<file path="config.mk">
export PLATFORM = sky130hd
export DESIGN_NAME = softint_bank
export DESIGN_NICKNAME = d
export VERILOG_FILES = /design/src/rtl/softint_pkg.sv /design/src/rtl/softint_decode.sv /design/src/rtl/softint_cell.sv /design/src/rtl/softint_rdport.sv /design/src/rtl/softint_bank.sv
export SDC_FILE = /design/constraint.sdc
export NUM_CORES = 1
export LEC_CHECK = 0
export BUFFER_PORTS_ARGS = -buffer_cell sky130_fd_sc_hd__buf_2
export CORE_MARGIN = 2
export CORE_UTILIZATION = 50
export CTS_CLUSTER_DIAMETER = 200
export CTS_CLUSTER_SIZE = 10
export DETAILED_ROUTE_END_ITERATION = 8
export HOLD_SLACK_MARGIN = 0.06
export MAX_ROUTING_LAYER = met4
export PLACE_DENSITY = 0.76
export SLEW_MARGIN = 20
export SYNTH_ARGS = -nofsm -noshare
export SYNTH_HDL_FRONTEND = slang
export SYNTH_SLANG_ARGS = --single-unit
export TNS_END_PERCENT = 1
</file>
<file path="constraint.sdc">
create_clock -name clk -period 4.1 [get_ports clk]
set_clock_uncertainty 0.2 [all_clocks]
set_input_delay 0.82 -clock clk [delete_from_list [all_inputs] [get_ports clk]]
set_output_delay 0.82 -clock clk [all_outputs]
set_load 0.02 [all_outputs]
</file>
<file path="src/rtl/softint_pkg.sv">
package softint_pkg;
  typedef enum logic [1:0] {
    SLOT_PEND = 2'd0,
    SLOT_CLR  = 2'd1,
    SLOT_SET  = 2'd2,
    SLOT_RSVD = 2'd3
  } slot_e;

  // Bits reachable by software writes
  localparam logic [31:0] SW_MASK = 32'hFFFE_0000;

  // Build the clear vector: masked data, plus bit 31 when data bit 14 is set
  function automatic logic [31:0] clear_vector(input logic [31:0] wdata);
    logic [31:0] v;
    v = wdata & SW_MASK;
    if (wdata[14]) v[31] = 1'b1;
    return v;
  endfunction
endpackage

</file>
<file path="src/rtl/softint_decode.sv">
module softint_decode #(
  parameter int NUM_CPUS = 16,
  parameter int DATA_W   = 32,
  parameter int ADDR_W   = 16,
  parameter int CPU_LSB  = 12,
  localparam int CPU_W   = (NUM_CPUS > 1) ? $clog2(NUM_CPUS) : 1
) (
  input  logic                bus_wr,
  input  logic [ADDR_W-1:0]   bus_addr,
  input  logic [DATA_W-1:0]   bus_wdata,
  output logic [NUM_CPUS-1:0] set_sel,
  output logic [NUM_CPUS-1:0] clr_sel,
  output logic [DATA_W-1:0]   set_bits,
  output logic [DATA_W-1:0]   clr_bits,
  output logic [CPU_W-1:0]    cpu_idx,
  output softint_pkg::slot_e  slot
);
  import softint_pkg::*;

  assign cpu_idx  = bus_addr[CPU_LSB +: CPU_W];
  assign slot     = slot_e'(bus_addr[3:2]);
  assign set_bits = bus_wdata & SW_MASK;
  assign clr_bits = clear_vector(bus_wdata);

  for (genvar i = 0; i < NUM_CPUS; i++) begin : g_sel
    logic hit;
    assign hit        = bus_wr && (cpu_idx == CPU_W'(i));
    assign set_sel[i] = hit && (slot == SLOT_SET);
    assign clr_sel[i] = hit && (slot == SLOT_CLR);
  end
endmodule

</file>
<file path="src/rtl/softint_cell.sv">
module softint_cell #(
  parameter int          DATA_W  = 32,
  parameter int          LVL_W   = 4,
  parameter logic [31:0] SW_MASK = 32'hFFFE_0000
) (
  input  logic              clk,
  input  logic              rst,
  input  logic              set_en,
  input  logic              clr_en,
  input  logic [DATA_W-1:0] set_bits,
  input  logic [DATA_W-1:0] clr_bits,
  input  logic              hw_en,
  input  logic [LVL_W-1:0]  hw_bit,
  input  logic              hw_set,
  output logic [DATA_W-1:0] q
);
  logic [DATA_W-1:0] after_sw;
  logic [DATA_W-1:0] nxt;

  always_comb begin
    after_sw = q;
    if (clr_en) after_sw = after_sw & ~clr_bits;
    if (set_en) after_sw = after_sw | set_bits;
    nxt = after_sw;
    if (hw_en) nxt[hw_bit] = hw_set;
  end

  always_ff @(posedge clk) begin
    if (rst) q <= '0;
    else     q <= nxt;
  end


  reset_clear_chk: assert property (@(posedge clk) rst |=> (q == '0));


  low_bits_sw_proof_chk: assert property (@(posedge clk) disable iff (rst)
    !hw_en |=> ((q & ~SW_MASK[DATA_W-1:0]) == ($past(q) & ~SW_MASK[DATA_W-1:0])));


  set_lands_chk: assert property (@(posedge clk) disable iff (rst)
    (set_en && !hw_en) |=> ((q & $past(set_bits)) == $past(set_bits)));


  hw_set_lands_chk: assert property (@(posedge clk) disable iff (rst)
    (hw_en && hw_set) |=> q[$past(hw_bit)]);
endmodule

</file>
<file path="src/rtl/softint_rdport.sv">
module softint_rdport #(
  parameter int NUM_CPUS = 16,
  parameter int DATA_W   = 32,
  localparam int CPU_W   = (NUM_CPUS > 1) ? $clog2(NUM_CPUS) : 1
) (
  input  logic                           clk,
  input  logic                           rst,
  input  logic                           rd,
  input  logic [CPU_W-1:0]               cpu_idx,
  input  softint_pkg::slot_e             slot,
  input  logic [NUM_CPUS-1:0][DATA_W-1:0] words,
  output logic [DATA_W-1:0]              rdata,
  output logic                           rvalid
);
  import softint_pkg::*;

  always_ff @(posedge clk) begin
    if (rst) begin
      rvalid <= 1'b0;
      rdata  <= '0;
    end else begin
      rvalid <= rd;
      if (rd) rdata <= (slot == SLOT_PEND) ? words[cpu_idx] : '0;
    end
  end


  rvalid_follows_rd_chk: assert property (@(posedge clk) disable iff (rst)
    rd |=> rvalid);

  rvalid_single_chk: assert property (@(posedge clk) disable iff (rst)
    !rd |=> !rvalid);

  rsvd_slot_zero_chk: assert property (@(posedge clk) disable iff (rst)
    (rd && slot != SLOT_PEND) |=> (rdata == '0));
endmodule

</file>
<file path="src/rtl/softint_bank.sv">
module softint_bank #(
  parameter int NUM_CPUS = 16,
  parameter int DATA_W   = 32,
  parameter int ADDR_W   = 16,
  parameter int CPU_LSB  = 12,
  parameter int LVL_W    = 4,
  localparam int CPU_W   = (NUM_CPUS > 1) ? $clog2(NUM_CPUS) : 1
) (
  input  logic              clk,
  input  logic              rst,
  input  logic              bus_wr,
  input  logic              bus_rd,
  input  logic [ADDR_W-1:0] bus_addr,
  input  logic [DATA_W-1:0] bus_wdata,
  output logic [DATA_W-1:0] bus_rdata,
  output logic              bus_rvalid,
  input  logic              hw_valid,
  input  logic [CPU_W-1:0]  hw_cpu,
  input  logic [LVL_W-1:0]  hw_level,
  input  logic              hw_set
);
  import softint_pkg::*;

  logic [NUM_CPUS-1:0]             set_sel;
  logic [NUM_CPUS-1:0]             clr_sel;
  logic [DATA_W-1:0]               set_bits;
  logic [DATA_W-1:0]               clr_bits;
  logic [CPU_W-1:0]                cpu_idx;
  slot_e                           slot;
  logic [NUM_CPUS-1:0][DATA_W-1:0] words;
  logic                            hw_live;

  assign hw_live = hw_valid && (hw_level != '0);

  softint_decode #(
    .NUM_CPUS(NUM_CPUS), .DATA_W(DATA_W), .ADDR_W(ADDR_W), .CPU_LSB(CPU_LSB)
  ) u_decode (
    .bus_wr   (bus_wr),
    .bus_addr (bus_addr),
    .bus_wdata(bus_wdata),
    .set_sel  (set_sel),
    .clr_sel  (clr_sel),
    .set_bits (set_bits),
    .clr_bits (clr_bits),
    .cpu_idx  (cpu_idx),
    .slot     (slot)
  );

  for (genvar i = 0; i < NUM_CPUS; i++) begin : g_cell
    softint_cell #(
      .DATA_W(DATA_W), .LVL_W(LVL_W), .SW_MASK(SW_MASK)
    ) u_cell (
      .clk     (clk),
      .rst     (rst),
      .set_en  (set_sel[i]),
      .clr_en  (clr_sel[i]),
      .set_bits(set_bits),
      .clr_bits(clr_bits),
      .hw_en   (hw_live && (hw_cpu == CPU_W'(i))),
      .hw_bit  (hw_level),
      .hw_set  (hw_set),
      .q       (words[i])
    );
  end

  softint_rdport #(
    .NUM_CPUS(NUM_CPUS), .DATA_W(DATA_W)
  ) u_rdport (
    .clk    (clk),
    .rst    (rst),
    .rd     (bus_rd),
    .cpu_idx(cpu_idx),
    .slot   (slot),
    .words  (words),
    .rdata  (bus_rdata),
    .rvalid (bus_rvalid)
  );


  one_word_per_write_chk: assert property (@(posedge clk) disable iff (rst)
    $onehot0(set_sel | clr_sel));
endmodule

</file>
==> impl_metrics.yaml, run 1 <==
cts:
  postCtsSetupBuffers: 0
  clk_pin_slew_ns: 0.05
  cts_root_buffer: "clkbuf_16"
  clock_latency_ns: 0.61
  cts_buffers: 58
  cts.sinks: 528
  cts_buffer_depth: 3
  hold_buffers: 0
  postCtsResizedCells: 0
  cts_tree: "built"
  htreeDepth: 2
critical_path:
  cp_data_arrival_time_ns: 2.98
  critPathKind: "input port to flip-flop"
  endpoint_kind: "flip-flop"
  required_ns: 4.34
  startpoint_type: "input port"
  crit_fanout: 53
  slowest_stage: "nor4b_1"
  worstPathCellList: "clkbuf_8 > nor4b_1 > nand2_1 > o21ai_0 > a21oi_1"
  max_stage_delay_ns: 0.65
grt:
  antenna_found_initial: 7
  grt_pass1_vias: 20480
  grt_max_degree: 216
  globalRoute.totalOverflow: 0
  grt_first_pass_wirelength_mm: 111.8
  track_usage: 0.2819
floorplanning:
  row_count: 81
  die_h_um: 227.6
  fp.dieW_um: 227.6
  fp.coreArea_um2: 49150
  die_area_um2: 51790
  pin_count: 95
  start_util: 0.5085
synthesis:
  synth_top_family_by_area: "multiplexers"
  ys_types: 43
  ys_ff_latch: 528
  syn_nets: 2787
  synth_compound_area_frac: 0.1240
  synthMuxAreaShare: 0.2187
  syn_area_um2: 25000
  yosys.area_share.xor_xnor: 0
  synthSimpleGateAreaFrac: 0.1797
  synthAdderAreaFrac: 0
  synth-warning-count: 0
  ys_seq_area_frac: 0.4229
  syn_inst: 2725
  avgSynthCellArea_um2: 9.173
route:
  final_antenna_net_count: 0
  drc: 0
  routed_via_density: 6.493
  drtIter0Drc: 2575
  dr.pass1.iters: 6
  wirelength_mm: 72.61
  vias: 21210
  wl_per_cell_um: 22.23
place:
  hpwlAfterDp_mm: 41.84
  portBuffers: 67
  dp_slack_ns: 0.8672
  gp_congestion: 0.8417
power_and_ir_drop:
  p_comb_frac: 0.067
  cellPowerDensity_nw_per_um2: 383.7
  p_sw_frac: 0.2436
  ir_worst_vdd_mv: 0.3092
  clkPwrFrac: 0.435
  power_leakage_nw: 9.126
  internal-power_w: 0.007835
  power_frac_seq: 0.498
  p_sw_w: 0.002524
cells_and_area:
  layout_commonest_cell: "dfxtp_1"
  final_cell_mix: "528 x dfxtp_1, 302 x mux2i_1, 287 x nand2_1"
  drive_above_1_share: 0.1433
  area_growth_pct: 8.024
  finalNetCount: 2657
sta:
  finalSetupViolations: 0
  hold_violations: 0
  maxSlewHeadroom: 0.3062
  hold-worst-slack_ns: 0.2645
  timing.final.ws_setup_ns: 1.369
  slew_violations: 0
  max_freq_mhz: 366.1
  period_share: 0.6662
  setup_tns_ns: 0
  min_period_ns: 2.731
  rsz0062_at_grt: "no"
  worst_pin_slew_ns: 1.040
status:
  status: "complete, no violations"
run:
  maxCapViolCount: 0
min_path:
  hold_class: "flip-flop to flip-flop"
[critical path: cells and delay by family]
family                 cells  cell delay (ns)
buffers and inverters      1             0.33
and+or+nand+nor            2             1.30
AOI/OAI and AO/OA          2             0.50
[path summary, 6_finish.rpt]
kind                                         from                                 end  slack, ns  cells after the start
min            g_cell[9].u_cell.q[0]$_SDFFE_PP0P_  g_cell[9].u_cell.q[0]$_SDFFE_PP0P_       0.26                      1
min reg2reg    g_cell[9].u_cell.q[0]$_SDFFE_PP0P_  g_cell[9].u_cell.q[0]$_SDFFE_PP0P_       0.26                      1
max                                  bus_addr[15]                           flip-flop       1.37                      5
max reg2reg  g_cell[10].u_cell.q[11]$_SDFFE_PP0P_     u_rdport.rdata[11]$_SDFFE_PP0P_       2.45                      4
[layout make-up]
class / instances / area [um^2]
Fill cell: 4241 / 22150
Multi-Input combinational cell: 1867 / 13110
Sequential cell: 528 / 10570
Clock buffer: 60 / 1490
Timing Repair Buffer: 126 / 924.6
Tap cell: 664 / 830.8
Inverter: 14 / 52.55
Antenna cell: 6 / 15.01
Clock inverter: 1 / 8.758
[power by group through the flow]
stage               logic [W]  registers (W)  clock network, W
finish               0.000698        0.00516           0.00450
global route         0.000728        0.00516           0.00472
CTS                  0.000678        0.00516           0.00453
detailed placement   0.000677        0.00527                 0
global placement     0.000660        0.00527                 0
floorplan            0.000473        0.00527                 0
[synth_stat cells (all sizes together)]
library cell  count  area, um^2
mux4             93        2095
or4               1       7.510
buf              89       457.9
and2              2       12.51
mux2             31       349.1
nand2           288        1081
nand4            61       381.6
o211ai           31       232.7
nor3b             2       15.01
and4bb            2       25.02
a21oi           240        1201
and4              1       8.760
nand2b            2       12.51
conb              1       3.750
and3b             3       26.28
nor2            259       982.2
nand3             2       10.01
nor3              1       5.000
inv              14       52.55
o21ai           240        1201
nand4b            5       43.79
nor4bb            6       60.06
nor4b             5       43.79
nand3b            4       30.03
or3b              1       8.760
and4b             5       50.05
or4b              5       65.06
dfxtp           528       10570
nor2b            20       125.1
and3              2       12.51
a22oi            62       465.5
mux2i           302        3023
or2               1       6.260
nand4bb           8       90.09
nor4            181        1389
clkbuf          227       852.1
[cell families (layout without fill, tap and decap cells)]
group	Yosys count	in the layout
mux	426	426
flops	528	528
other cells	1	7
simple gates	867	867
compound gates	573	573
buf+inv	330	201
[through the flow]
step / cells / instance area, um^2 / power [W] / utilization
after floorplan: 2725 / 25000 / 0.005742 / -
after global placement: 3199 / 25490 / 0.005927 / 0.5185
after detailed placement: 3199 / 25490 / 0.005944 / 0.5185
after CTS: 3260 / 26990 / 0.01037 / 0.5490
after global routing: 3266 / 27000 / 0.01061 / 0.5493
final: 3266 / 27000 / 0.01036 / 0.5493
[layer usage]
metal | routed length, um | global-route usage | up-vias
li1 | - | - | 9520
met2 | 34610 | 0.4580 | 1143
met1 | 29050 | 0.3506 | 10320
met3 | 6313 | 0.03756 | 223
met5 | 0 | - | -
met4 | 2637 | 0.1269 | 0
No activity file was read; power rests on OpenSTA's default activity.
==> inputs of run 2 (changes only) <==
clock period = 2.7 ns   (was 4.1 ns; I/O delays follow)
==> run 2 against run 1 <==
Worst setup slack got worse by 0.92 ns. Core utilization rose by 1.6 points. Combinational power rose by 63%. Worst hold slack got worse by 0.15 ns. Via count rose by 0.21%. Flip-flop and latch count did not move. Largest cell class unchanged. Largest power group unchanged.
==> impl_metrics.yaml, run 2 (synthesized netlist as in run 1, its figures left out) <==
status:
  status: "complete, no violations"
critical_path:
  cp_top_family: "buffers and inverters"
  required_ns: 2.95
  worstPathCellList: "dlygate4sd3_1 > buf_8 > buf_12 > a21oi_1"
  max_stage_delay_ns: 0.63
  crit_fanout: 242
  slowest_stage: "dlygate4sd3_1"
  cp_data_arrival_time_ns: 2.50
  critPathKind: "input port to flip-flop"
  crit_buf_inv: 3
  startpoint_type: "input port"
  endpoint_kind: "flip-flop"
run:
  maxCapViolCount: 0
grt:
  track_usage: 0.2864
  antenna_found_initial: 9
  globalRoute.totalOverflow: 0
  grt_pass1_vias: 21190
  grt_first_pass_wirelength_mm: 114.7
  grt_max_degree: 243
power_and_ir_drop:
  ir_worst_vdd_mv: 0.4941
  cellPowerDensity_nw_per_um2: 570.9
  power_leakage_nw: 9.553
cts:
  clk_pin_slew_ns: 0.05
  postCtsResizedCells: 0
  cts_buffers: 58
  cts_buffer_depth: 3
  clock_latency_ns: 0.63
  cts.sinks: 528
  cts_tree: "built"
  htreeDepth: 2
  cts_root_buffer: "clkbuf_16"
sta:
  hold-worst-slack_ns: 0.1101
  worst_pin_slew_ns: 1.192
  maxSlewHeadroom: 0.2056
  slew_violations: 0
  rsz0062_at_grt: "no"
  finalSetupViolations: 0
  max_freq_mhz: 444.2
  min_period_ns: 2.251
  period_share: 0.8338
  setup_tns_ns: 0
  hold_violations: 0
cells_and_area:
  final_cell_mix: "528 x dfxtp_1, 302 x mux2i_1, 287 x nand2_1"
  area_growth_pct: 11.21
  layout_commonest_cell: "dfxtp_1"
  final_area_um2: 27800
  drive_above_1_share: 0.1631
  finalNetCount: 2721
place:
  gp_congestion: 0.8659
  hpwlAfterDp_mm: 43.55
  placed_area_um2: 26240
  portBuffers: 67
route:
  drc: 0
  final_antenna_net_count: 0
  wl_per_cell_um: 21.70
  vias: 21250
  routed_via_density: 6.378
  wirelength_mm: 72.32
  drtIter0Drc: 2783
  dr.pass1.iters: 6
floorplanning:
  die_h_um: 227.6
  die_area_um2: 51790
  start_util: 0.5085
  row_count: 81
  pin_count: 95
  fp.coreArea_um2: 49150
  fp.dieW_um: 227.6
min_path:
  hold_class: "input port to flip-flop"
==> run 2: layout make-up <==
class | instances | area [um^2]
Multi-Input combinational cell | 1867 | 13100
Fill cell | 4120 | 21360
Sequential cell | 528 | 10570
Antenna cell | 7 | 17.52
Timing Repair Buffer | 190 | 1695
Inverter | 14 | 52.55
Clock inverter | 3 | 62.56
Clock buffer | 59 | 1465
Tap cell | 664 | 830.8
==> run 2: worst paths after layout <==
check	start	end	slack, ns	cells past startpoint
worst max-delay path	rst	flip-flop	0.45	4
worst min-delay path	bus_rd	u_rdport.rvalid$_SDFF_PP0_	0.11	2
worst max register to register	flip-flop	u_rdport.rdata[17]$_SDFFE_PP0P_	1.02	4
worst min register to register	g_cell[11].u_cell.q[0]$_SDFFE_PP0P_	g_cell[11].u_cell.q[0]$_SDFFE_PP0P_	0.27	1
==> run 2: per-stage QoR <==
step | worst slack [ns] | total power (W) | util | instances
floorplan | 0.2702 | 0.008719 | - | 2725
global placement | 0.1596 | 0.009078 | 0.5339 | 3262
detailed placement | 0.07305 | 0.009108 | 0.5339 | 3262
CTS | 0.5876 | 0.01590 | 0.5652 | 3325
global route | 0.4236 | 0.01627 | 0.5655 | 3331
finish | 0.4488 | 0.01587 | 0.5655 | 3332
==> run 2: what timing repair did <==
| action | 4_1_cts | 5_1_grt |
|---|---|---|
| endpoints found under the hold margin | 22 | 0 |
| hold buffers | 1 | 0 |
| buffers inserted | 0 | 0 |
==> run 2: power by group <==
group	internal [W]	switching, W	leakage (nW)	total, W
Sequential	0.00782	0.0000132	4.25	0.00783
Clock	0.00380	0.00309	0.747	0.00690
Combinational	0.000320	0.000821	4.55	0.00114
Total	0.0119	0.00393	9.55	0.0159
==> run 2: routing by layer <==
metal,up-vias,track usage,part of all wire
li1,9678,-,-
met1,10310,0.3482,0.40
met2,1056,0.4739,0.48
met3,206,0.04440,0.088
met4,0,0.1210,0.035
met5,-,-,0
